$ cat config.mk
export PLATFORM = sky130hd
export DESIGN_NAME = tl_sequencer
export DESIGN_NICKNAME = d
export VERILOG_FILES = /design/src/rtl/tl_pkg.sv /design/src/rtl/tl_dwell_cnt.sv /design/src/rtl/tl_phase_core.sv /design/src/rtl/tl_sequencer.sv
export SDC_FILE = /design/constraint.sdc
export NUM_CORES = 1
export LEC_CHECK = 0
export BUFFER_PORTS_ARGS = -buffer_cell sky130_fd_sc_hd__buf_4
export CAP_MARGIN = 20
export CORE_AREA = 2 2 39 41
export CTS_CLUSTER_SIZE = 28
export DETAILED_ROUTE_END_ITERATION = 10
export DIE_AREA = 0 0 41 43
export RECOVER_POWER = 50
export SLEW_MARGIN = 25
export SYNTH_ARGS = -nofsm -noshare
export SYNTH_HDL_FRONTEND = slang
export SYNTH_SLANG_ARGS = --single-unit
$ cat constraint.sdc
create_clock -name clk_i -period 1 [get_ports clk_i]
set_input_delay 0.15 -clock clk_i [delete_from_list [all_inputs] [get_ports clk_i]]
set_output_delay 0.15 -clock clk_i [all_outputs]
set_load 0.005 [all_outputs]
$ cat src/rtl/tl_pkg.sv
package tl_pkg;

  typedef enum logic [1:0] {
    ENC_BINARY = 2'd0,
    ENC_ONEHOT = 2'd1,
    ENC_OUTPUT = 2'd2
  } enc_e;

  typedef struct packed {
    logic red;
    logic yellow;
    logic green;
  } lamp_t;

  localparam lamp_t LAMP_G  = 3'b001;
  localparam lamp_t LAMP_Y  = 3'b010;
  localparam lamp_t LAMP_R  = 3'b100;
  localparam lamp_t LAMP_RY = 3'b110;

  function automatic logic lamp_legal(lamp_t l);
    return (l == LAMP_G) || (l == LAMP_Y) || (l == LAMP_R) || (l == LAMP_RY);
  endfunction

endpackage

$ cat src/rtl/tl_dwell_cnt.sv
module tl_dwell_cnt #(
  parameter int unsigned DWELL = 4
) (
  input  logic clk_i,
  input  logic rst_ni,
  input  logic tick_i,
  output logic adv_o
);
  localparam int unsigned CNT_W = (DWELL > 1) ? $clog2(DWELL) : 1;
  localparam logic [CNT_W-1:0] LAST = CNT_W'(DWELL - 1);

  logic [CNT_W-1:0] cnt_q;

  assign adv_o = tick_i && (cnt_q == LAST);

  always_ff @(posedge clk_i or negedge rst_ni) begin
    if (!rst_ni)      cnt_q <= '0;
    else if (adv_o)   cnt_q <= '0;
    else if (tick_i)  cnt_q <= cnt_q + 1'b1;
  end

  assert_cnt_range_R3: assert property (@(posedge clk_i) disable iff (!rst_ni)
    cnt_q <= LAST);

  assert_idle_hold_R4: assert property (@(posedge clk_i) disable iff (!rst_ni)
    !tick_i |=> $stable(cnt_q));

endmodule

$ cat src/rtl/tl_phase_core.sv
module tl_phase_core
  import tl_pkg::*;
#(
  parameter enc_e ENC = ENC_BINARY
) (
  input  logic  clk_i,
  input  logic  rst_ni,
  input  logic  adv_i,
  output lamp_t lamp_o
);

  generate
    if (ENC == ENC_ONEHOT) begin : g_onehot
      // bit0 green, bit1 yellow, bit2 red, bit3 red+yellow
      logic [3:0] st_q;
      always_ff @(posedge clk_i or negedge rst_ni) begin
        if (!rst_ni)     st_q <= 4'b0001;
        else if (adv_i)  st_q <= {st_q[2:0], st_q[3]};
      end
      assign lamp_o.green  = st_q[0];
      assign lamp_o.yellow = st_q[1] | st_q[3];
      assign lamp_o.red    = st_q[2] | st_q[3];

      assert_onehot_R6: assert property (@(posedge clk_i) disable iff (!rst_ni)
        $countones(st_q) == 1);
    end else if (ENC == ENC_OUTPUT) begin : g_outcode
      // state bits are the lamp enables
      lamp_t st_q;
      always_ff @(posedge clk_i or negedge rst_ni) begin
        if (!rst_ni) st_q <= LAMP_G;
        else if (adv_i) begin
          unique case (st_q)
            LAMP_G:  st_q <= LAMP_Y;
            LAMP_Y:  st_q <= LAMP_R;
            LAMP_R:  st_q <= LAMP_RY;
            default: st_q <= LAMP_G;
          endcase
        end
      end
      assign lamp_o = st_q;
    end else begin : g_binary
      logic [1:0] st_q;
      always_ff @(posedge clk_i or negedge rst_ni) begin
        if (!rst_ni)     st_q <= 2'd0;
        else if (adv_i)  st_q <= st_q + 2'd1;
      end
      always_comb begin
        unique case (st_q)
          2'd0:    lamp_o = LAMP_G;
          2'd1:    lamp_o = LAMP_Y;
          2'd2:    lamp_o = LAMP_R;
          default: lamp_o = LAMP_RY;
        endcase
      end
    end
  endgenerate

  assert_green_to_yellow_R2: assert property (@(posedge clk_i) disable iff (!rst_ni)
    (adv_i && lamp_o == LAMP_G) |=> lamp_o == LAMP_Y);

  assert_ry_to_green_R2: assert property (@(posedge clk_i) disable iff (!rst_ni)
    (adv_i && lamp_o == LAMP_RY) |=> lamp_o == LAMP_G);

  assert_phase_hold_R4: assert property (@(posedge clk_i) disable iff (!rst_ni)
    !adv_i |=> $stable(lamp_o));

endmodule

$ cat src/rtl/tl_sequencer.sv
module tl_sequencer
  import tl_pkg::*;
#(
  parameter int unsigned DWELL = 4,
  parameter enc_e        ENC   = ENC_BINARY
) (
  input  logic clk_i,
  input  logic rst_ni,
  input  logic tick_i,
  output logic red_o,
  output logic yellow_o,
  output logic green_o
);
  logic  adv;
  lamp_t lamp;

  tl_dwell_cnt #(.DWELL(DWELL)) u_cnt (
    .clk_i  (clk_i),
    .rst_ni (rst_ni),
    .tick_i (tick_i),
    .adv_o  (adv)
  );

  tl_phase_core #(.ENC(ENC)) u_core (
    .clk_i  (clk_i),
    .rst_ni (rst_ni),
    .adv_i  (adv),
    .lamp_o (lamp)
  );

  assign red_o    = lamp.red;
  assign yellow_o = lamp.yellow;
  assign green_o  = lamp.green;

  assert_lamp_legal_R6: assert property (@(posedge clk_i) disable iff (!rst_ni)
    lamp_legal({red_o, yellow_o, green_o}));

  assert_adv_needs_tick_R3: assert property (@(posedge clk_i) disable iff (!rst_ni)
    !tick_i |=> $stable({red_o, yellow_o, green_o}));

endmodule

==> results of run 1 <==
-- path summary, 6_finish.rpt --
path                                          from                       to  slack (ns)
max reg2reg                u_core.g_binary.st_q[1]  u_core.g_binary.st_q[1]       -0.19
max in group asynchronous                   rst_ni           u_cnt.cnt_q[1]        0.50
min                                         tick_i           u_cnt.cnt_q[0]        0.13
max                        u_core.g_binary.st_q[0]                    red_o       -0.37
min reg2reg                         u_cnt.cnt_q[1]           u_cnt.cnt_q[1]        0.50
min in group asynchronous                   rst_ni  u_core.g_binary.st_q[1]        0.28
-- power by group through the flow --
stage | Combinational [mW] | Clock, mW | Sequential, mW
floorplan | 0.301 | 0 | 0.295
global placement | 0.503 | 0 | 0.304
detailed placement | 0.505 | 0 | 0.304
CTS | 0.635 | 0.208 | 0.309
global route | 0.837 | 0.216 | 0.325
finish | 0.751 | 0.202 | 0.308
-- registers in the layout, summed over array words and instances, names as in the netlist --
| register | flops |
|---|---|
| u_core.g_binary.st_q | 2 |
| u_cnt.cnt_q | 2 |
-- cells in the mapped netlist --
cell type / instances
sky130_fd_sc_hd__ha_1: 5
sky130_fd_sc_hd__dfrtp_1: 4
sky130_fd_sc_hd__inv_1: 2
sky130_fd_sc_hd__or2_2: 2
sky130_fd_sc_hd__mux2_2: 1
sky130_fd_sc_hd__mux2_4: 1
sky130_fd_sc_hd__mux2i_1: 1
sky130_fd_sc_hd__nand2_2: 1
sky130_fd_sc_hd__nand2b_1: 1
sky130_fd_sc_hd__xnor2_1: 1
-- layout make-up --
type                       instances  area share
sequential                         4       0.245
timing repair buffer              12       0.245
clock buffer                       3      0.0552
multi-input combinational         13       0.387
inverter                           2      0.0184
tap                               16      0.0491
-- layer usage --
metal / vias up / wire length, µm
met1: 80 / 166
met5: - / 0
met3: 0 / 45
li1: 91 / -
met2: 9 / 180
met4: 0 / 0
-- cell families (layout without fill, tap and decap cells) --
group / after synthesis / in the layout / synth area share
flip-flops: 4 / 4 / 0.417
multiplexers: 3 / 3 / 0.151
XOR/XNOR: 1 / 1 / 0.0365
AND/OR/NAND/NOR: 4 / 4 / 0.104
adder cells (fa/ha/maj): 5 / 5 / 0.260
buffers and inverters: 2 / 17 / 0.0313
-- worst register-to-register path: stages (launching register included) --
cell	delay [ns]
sky130_fd_sc_hd__dfrtp_1	0.40
sky130_fd_sc_hd__inv_2	0.06
sky130_fd_sc_hd__buf_4	0.14
sky130_fd_sc_hd__ha_4	0.22
sky130_fd_sc_hd__mux2_4	0.26
-- repair_timing --
| item | 4_1_cts | 5_1_grt |
|---|---|---|
| gates resized for setup | 9 | 2 |
| pin swaps | 1 | 3 |
| buffers inserted | 1 | 3 |
| endpoints found under the hold margin | 4 | 0 |
| hold buffers | 1 | 0 |
| setup endpoints to repair | 5 | 5 |
-- metrics by stage --
step | util | instances | cell area (µm²) | setup slack, ns
final | 0.295 | 50 | 408 | -0.367
after global routing | 0.295 | 50 | 408 | -0.415
after CTS | 0.272 | 47 | 377 | -0.363
after detailed placement | 0.228 | 42 | 315 | -0.178
after global placement | 0.228 | 42 | 315 | -0.169
after floorplan | - | 19 | 243 | -0.0814
==> parameters.txt, run 1 <==
Parameter                              Value

CTS
  H-tree level count ... 1
  Buffer cell driving the clock tree root ... sky130_fd_sc_hd__clkbuf_4
  Clock transition at the register clock pins on the worst setup and hold paths after CTS ... 0.04 ns
  Clock insertion delay at the later pin of the skew report ... 0.24 ns
  Clk buf depth ... 2
  Clock sink count ... 4
  TritonCTS Buffers ... 3
  TritonCTS clock tree ... built

GRT
  First-pass GRT wire length ... 703 µm
  Met2 global-route usage ... 0.0906
  Top Usage Layer GRT ... met2
  GRT overflow ... 0
  Maximum number of pins on one net before global-route repair ... 5
  Met3 Track Usage GR ... 0.0628
  Number of global-route vias before repair ... 197
  Antenna violations before repair ... 0
  Met1 global-route usage ... 0.0554
  Gr usage total ... 0.0645

Setup path
  Maximum fanout count along the critical path ... 4
  Startpoint kind of the worst setup timing path ... flop
  Endpoint arrival time on the critical path ... 1.22 ns
  Worst stage delay on the critical path ... 0.40 ns
  Kind of critical path ... reg -> out
  Worst path cell trace ... inv_2 > ha_2 > or2_4 > buf_6
  CP Data Required Time ... 0.85 ns
  Number of logic stages on the critical path including buffering ... 4
  Endpoint type of the worst setup path ... primary output
  Buffering stage count on the worst path with inverters included ... 2
  Cell count of the worst reg-to-reg path ... 4
  Standard cell with the maximum stage delay on the critical path ... sky130_fd_sc_hd__dfrtp_1
  Category of cells accounting for the largest share of critical-path delay ... flip-flops

Power
  Seq pwr share ... 0.244
  Share of total power consumed by net switching ... 0.292
  Net Sw Power ... 0.369 mW
  Design internal power ... 0.892 mW
  Ratio of total power to cell area ... 3090 nW/µm²
  Static leakage ... 0.195 nW
  Relative contribution of combinational cells to total power ... 0.596
  Total power draw ... 1.26 mW
  Clock network power share ... 0.160
  VDD IR-drop max ... 1.04 mV

Synth
  Part of the Yosys area used for sequential elements ... 0.417
  Post-synthesis cell type with the largest combined area ... sky130_fd_sc_hd__dfrtp_1
  Cell area after technology mapping ... 240 µm²
  Unique masters post-synth ... 10
  Top cells by area in the synthesized netlist ... sky130_fd_sc_hd__dfrtp_1 42%, sky130_fd_sc_hd__ha_1 26%, sky130_fd_sc_hd__mux2_4 6.3%
  Post-synth net total ... 27
  Synth Area per Inst ... 12.6 µm²
  Number of standard cells after synthesis ... 19
  Yosys warning count ... 0
  Yosys reg bits ... 4
  Proportion of netlist area held by the largest area contributor ... 0.417

Placement
  Placer congestion estimate ... 0.619
  Post-detail-place hpwl ... 248 µm
  Buffers added on ports ... 5

STA
  Period utilization ... 1.37
  Worst setup margin ... -0.367 ns
  RSZ-0062 raised after global routing ... true
  Highest attainable clock frequency ... 731 MHz
  Rel. slew slack ... 0.829
  Hold WS ... 0.130 ns
  Post-Route Skew ... 0.00716 ns
  Final hold violation count ... 0
  Final setup viols ... 5
  Slew at the pin closest to its max-slew limit ... 0.256 ns
  Setup TNS after final layout ... -1.17 ns
  Clock period minus final worst setup slack ... 1.37 ns
  Max-slew violation total from the final report ... 0

Floorplan
  Die area ... 1760 µm²
  Floorplan Core Area ... 1380 µm²
  I/O pin total ... 6
  Die width ... 41 µm
  Standard-cell row count ... 14
  Starting utilization of the core area ... 0.174
  Floorplan die height ... 43 µm

Drt
  Vias ... 180
  Detailed-router iteration count before antenna repair ... 2
  Antenna violation net count after detailed routing ... 0
  Wire length per cell after detailed routing ... 7.84 µm
  DRT Wirelength ... 392 µm
  Post-route DRC violation count ... 0
  Detail-routed via count per cell ... 3.60
  Number of DRC violations after detailed-routing iteration 0 ... 2

Final layout
  Final nets ... 44
  Ant diodes ... 0
  Signed area change from the synthesized netlist to the final layout ... 69.8%
  Sequential standard cell area ... 100 µm²
  Most used cells in the layout excluding fill and tap cells ... 7 x sky130_fd_sc_hd__buf_4, 4 x sky130_fd_sc_hd__dfrtp_1, 3 x sky130_fd_sc_hd__ha_2, 3 x sky130_fd_sc_hd__clkbuf_4, 3 x sky130_fd_sc_hd__buf_6
  Multi-input logic area ... 158 µm²
  Most frequent standard cell in the layout excluding fill and tap cells ... sky130_fd_sc_hd__buf_4
  Share of post-route cells with drive strength above 1 ... 0.706
  Fill cell count ... 149

Hold path
  Hold Crit Depth ... 2
  Classification of the worst-slack hold path ... in -> reg

Run
  Max-cap violation count ... 0

Run status
  Result of the run ... finished, violations left
  Violations in the final reports ... setup timing
Note: power is estimated with default switching activity, not from simulation.
==> run 2: changes to the inputs <==
Settings changed: CORE_AREA 2 2 39 41 to 5 5 42 44, CTS_CLUSTER_SIZE 28 to unset, DIE_AREA 0 0 41 43 to 0 0 47 49, RECOVER_POWER 50 to unset.
==> run 2 against run 1 <==
- the run still ends with setup timing left
- critical path depth fell by 1
- setup slack improved by 0.0090 ns
- final cell count up 6.0%
- non-clock buffer count grew 3
- count of clock-buffer cells in the layout stayed put
- die area up 31%
- cell area rose by 19%
- sequential share of layout area fell by 3.4 points
- register-to-register slack is essentially flat
- largest cell class unchanged
- highest routed layer unchanged
==> parameters.txt, run 2 (synthesis results as in run 1) <==
Parameter                              Value

Run status
  Result of the run ... finished, violations left
  Violations in the final reports ... setup timing

Setup path
  Endpoint of the worst setup timing path ... yellow_o
  Endpoint arrival time on the critical path ... 1.21 ns (about the same)
  Endpoint of the worst-slack reg-to-reg timing path ... u_core.g_binary.st_q[1]
  Maximum fanout count along the critical path ... 4 (unchanged)
  Kind of critical path ... reg -> out
  Worst stage delay on the critical path ... 0.45 ns (+0.05 ns)
  Endpoint type of the worst setup path ... primary output
  Worst path cell trace ... ha_4 > or2_4 > buf_6
  Category of cells accounting for the largest share of critical-path delay ... flip-flops
  Buffering stage count on the worst path with inverters included ... 1 (-1)
  CP Data Required Time ... 0.85 ns (about the same)
  Startpoint kind of the worst setup timing path ... flop
  Cell count of the worst reg-to-reg path ... 4 (unchanged)
  Startpoint of the lowest-slack register-to-register path ... u_core.g_binary.st_q[1]
  Number of logic stages on the critical path including buffering ... 3 (-1)
  Beginning of the critical path ... u_core.g_binary.st_q[1]
  Standard cell with the maximum stage delay on the critical path ... sky130_fd_sc_hd__dfrtp_2
  Internal reg-to-reg setup slack ... -0.20 ns (about the same)

Floorplan
  Die area ... 2300 µm² (+31%)
  I/O pin total ... 6 (unchanged)
  Floorplan die height ... 49 µm (+14%)
  Die width ... 47 µm (+15%)
  Standard-cell row count ... 14 (unchanged)
  Starting utilization of the core area ... 0.171 (-0.00217)
  Floorplan Core Area ... 1400 µm² (+1.3%)

CTS
  TritonCTS clock tree ... built
  TritonCTS Buffers ... 3 (unchanged)
  Buffer cell driving the clock tree root ... sky130_fd_sc_hd__clkbuf_4
  Clk buf depth ... 2 (unchanged)
  Clock sink count ... 4 (unchanged)
  Clock transition at the register clock pins on the worst setup and hold paths after CTS ... 0.04 ns (about the same)
  Clock insertion delay at the later pin of the skew report ... 0.23 ns (about the same)
  H-tree level count ... 1 (unchanged)

Drt
  Vias ... 190 (+5.6%)
  Number of DRC violations after detailed-routing iteration 0 ... 1 (-1)
  Antenna violation net count after detailed routing ... 0 (unchanged)
  Post-route DRC violation count ... 0 (unchanged)
  Detailed-router iteration count before antenna repair ... 2 (unchanged)
  Wire length per cell after detailed routing ... 8.64 µm (+10%)
  Detail-routed via count per cell ... 3.58 (-0.42%)
  DRT Wirelength ... 458 µm (+17%)

Final layout
  Most used cells in the layout excluding fill and tap cells ... 11 x sky130_fd_sc_hd__buf_4, 4 x sky130_fd_sc_hd__ha_4, 3 x sky130_fd_sc_hd__clkbuf_4, 3 x sky130_fd_sc_hd__buf_6
  Final nets ... 47 (+6.8%)
  Share of post-route cells with drive strength above 1 ... 0.865 (+0.159)
  Signed area change from the synthesized netlist to the final layout ... 102%
  Multi-input logic area ... 206 µm² (+31%)
  Fill cell count ... 145 (-2.7%)
  Final standard cell utilization of the core ... 0.346 (+0.0517)
  Most frequent standard cell in the layout excluding fill and tap cells ... sky130_fd_sc_hd__buf_4
  Ant diodes ... 0 (unchanged)
  Largest registers ... u_cnt.cnt_q x2, u_core.g_binary.st_q x2
  Sequential standard cell area ... 103 µm² (+2.5%)

GRT
  GRT overflow ... 0 (unchanged)
  Maximum number of pins on one net before global-route repair ... 5 (unchanged)
  Antenna violations before repair ... 0 (unchanged)
  Number of global-route vias before repair ... 185 (-6.1%)
  Gr usage total ... 0.0466 (-0.0179)
  First-pass GRT wire length ... 696 µm (-1.0%)

STA
  Max-slew violation total from the final report ... 0 (unchanged)
  Post-Route Skew ... 0.00488 ns (-0.00228 ns)
  Rel. slew slack ... 0.927 (+0.0984)
  Final hold violation count ... 0 (unchanged)
  Worst setup margin ... -0.358 ns (+0.00898 ns)
  Setup TNS after final layout ... -1.19 ns (-0.0191 ns)
  Final setup viols ... 5 (unchanged)
  Clock period minus final worst setup slack ... 1.36 ns (-0.00898 ns)
  Hold WS ... 0.141 ns (+0.0115 ns)
  RSZ-0062 raised after global routing ... true
  Slew at the pin closest to its max-slew limit ... 0.106 ns (-0.151 ns)
  Highest attainable clock frequency ... 736 MHz (+0.66%)
  Period utilization ... 1.36 (-0.00898)

Power
  VDD IR-drop max ... 1.15 mV (+10%)
  Ratio of total power to cell area ... 3050 nW/µm² (-1.5%)
  Seq pwr share ... 0.244 (about the same)
  Static leakage ... 0.232 nW (+19%)
  Net Sw Power ... 0.454 mW (+23%)
  Share of total power consumed by net switching ... 0.307 (+0.0147)
  Design internal power ... 1.02 mW (+15%)
  Clock network power share ... 0.136 (-0.024)
  Relative contribution of combinational cells to total power ... 0.620 (+0.024)

Placement
  Placer congestion estimate ... 0.660 (+6.6%)
  Buffers added on ports ... 5 (unchanged)

Run
  Max-cap violation count ... 0 (unchanged)

Hold path
  Classification of the worst-slack hold path ... in -> reg
run 2: changes by cell type in the layout (fill, tap and decap cells not counted), moves of 2 or more:
cell | before | now
sky130_fd_sc_hd__buf_4 | 7 | 11
sky130_fd_sc_hd__dfrtp_1 | 4 | 2
sky130_fd_sc_hd__dfrtp_2 | 0 | 2
sky130_fd_sc_hd__ha_2 | 3 | 1
sky130_fd_sc_hd__ha_4 | 1 | 4
run 2: metrics by stage:
stage               power, mW  area (µm²)  instances  worst slack [ns]
floorplan               0.596         243         19           -0.0814
global placement        0.827         323         43            -0.169
detailed placement      0.840         323         43            -0.181
CTS                      1.24         395         50            -0.369
global route             1.61         485         53            -0.404
finish                   1.48         485         53            -0.358
run 2: timing repair:
item,in CTS,in global routing
setup endpoints to repair,5,6
hold buffers,1,0
gates cloned,0,0
pin swaps,2,4
gates resized for setup,8,12
buffers inserted,3,3
hold endpoints to repair,4,0
run 2: worst min-delay path by stage:
stage          slack, ns  cells after the start  startpoint        endpoint
4_1_cts             0.11                      2      tick_i  u_cnt.cnt_q[0]
6_report            0.14                      2      tick_i  u_cnt.cnt_q[0]
3_3_place_gp       -0.05                      1      rst_ni  u_cnt.cnt_q[0]
5_1_grt             0.13                      2      tick_i  u_cnt.cnt_q[0]
2_1_floorplan      -0.15                      0      rst_ni  u_cnt.cnt_q[0]
3_5_place_dp       -0.05                      1      rst_ni  u_cnt.cnt_q[0]
run 2: layout make-up:
type,count,share of cell area
well taps,16,0.0412
clock buffers,3,0.0464
multi-input cells,13,0.425
inverters,2,0.0155
flip-flops and latches,4,0.211
repair buffers,15,0.260
run 2: power by group through the flow:
stage / Sequential, mW / Combinational [mW] / Clock [mW]
detailed placement: 0.303 / 0.536 / 0
finish: 0.361 / 0.916 / 0.201
global placement: 0.298 / 0.529 / 0
floorplan: 0.295 / 0.301 / 0
CTS: 0.309 / 0.716 / 0.217
global route: 0.373 / 1.00 / 0.235
run 2: routing by layer:
layer  vias to the layer above  GRT usage  routed length, µm
li1                         97          -                  -
met1                        87     0.0442                182
met2                         6     0.0633                242
met3                         0     0.0221                 33
met4                         0     0.0553                  0
met5                         -          0                  0
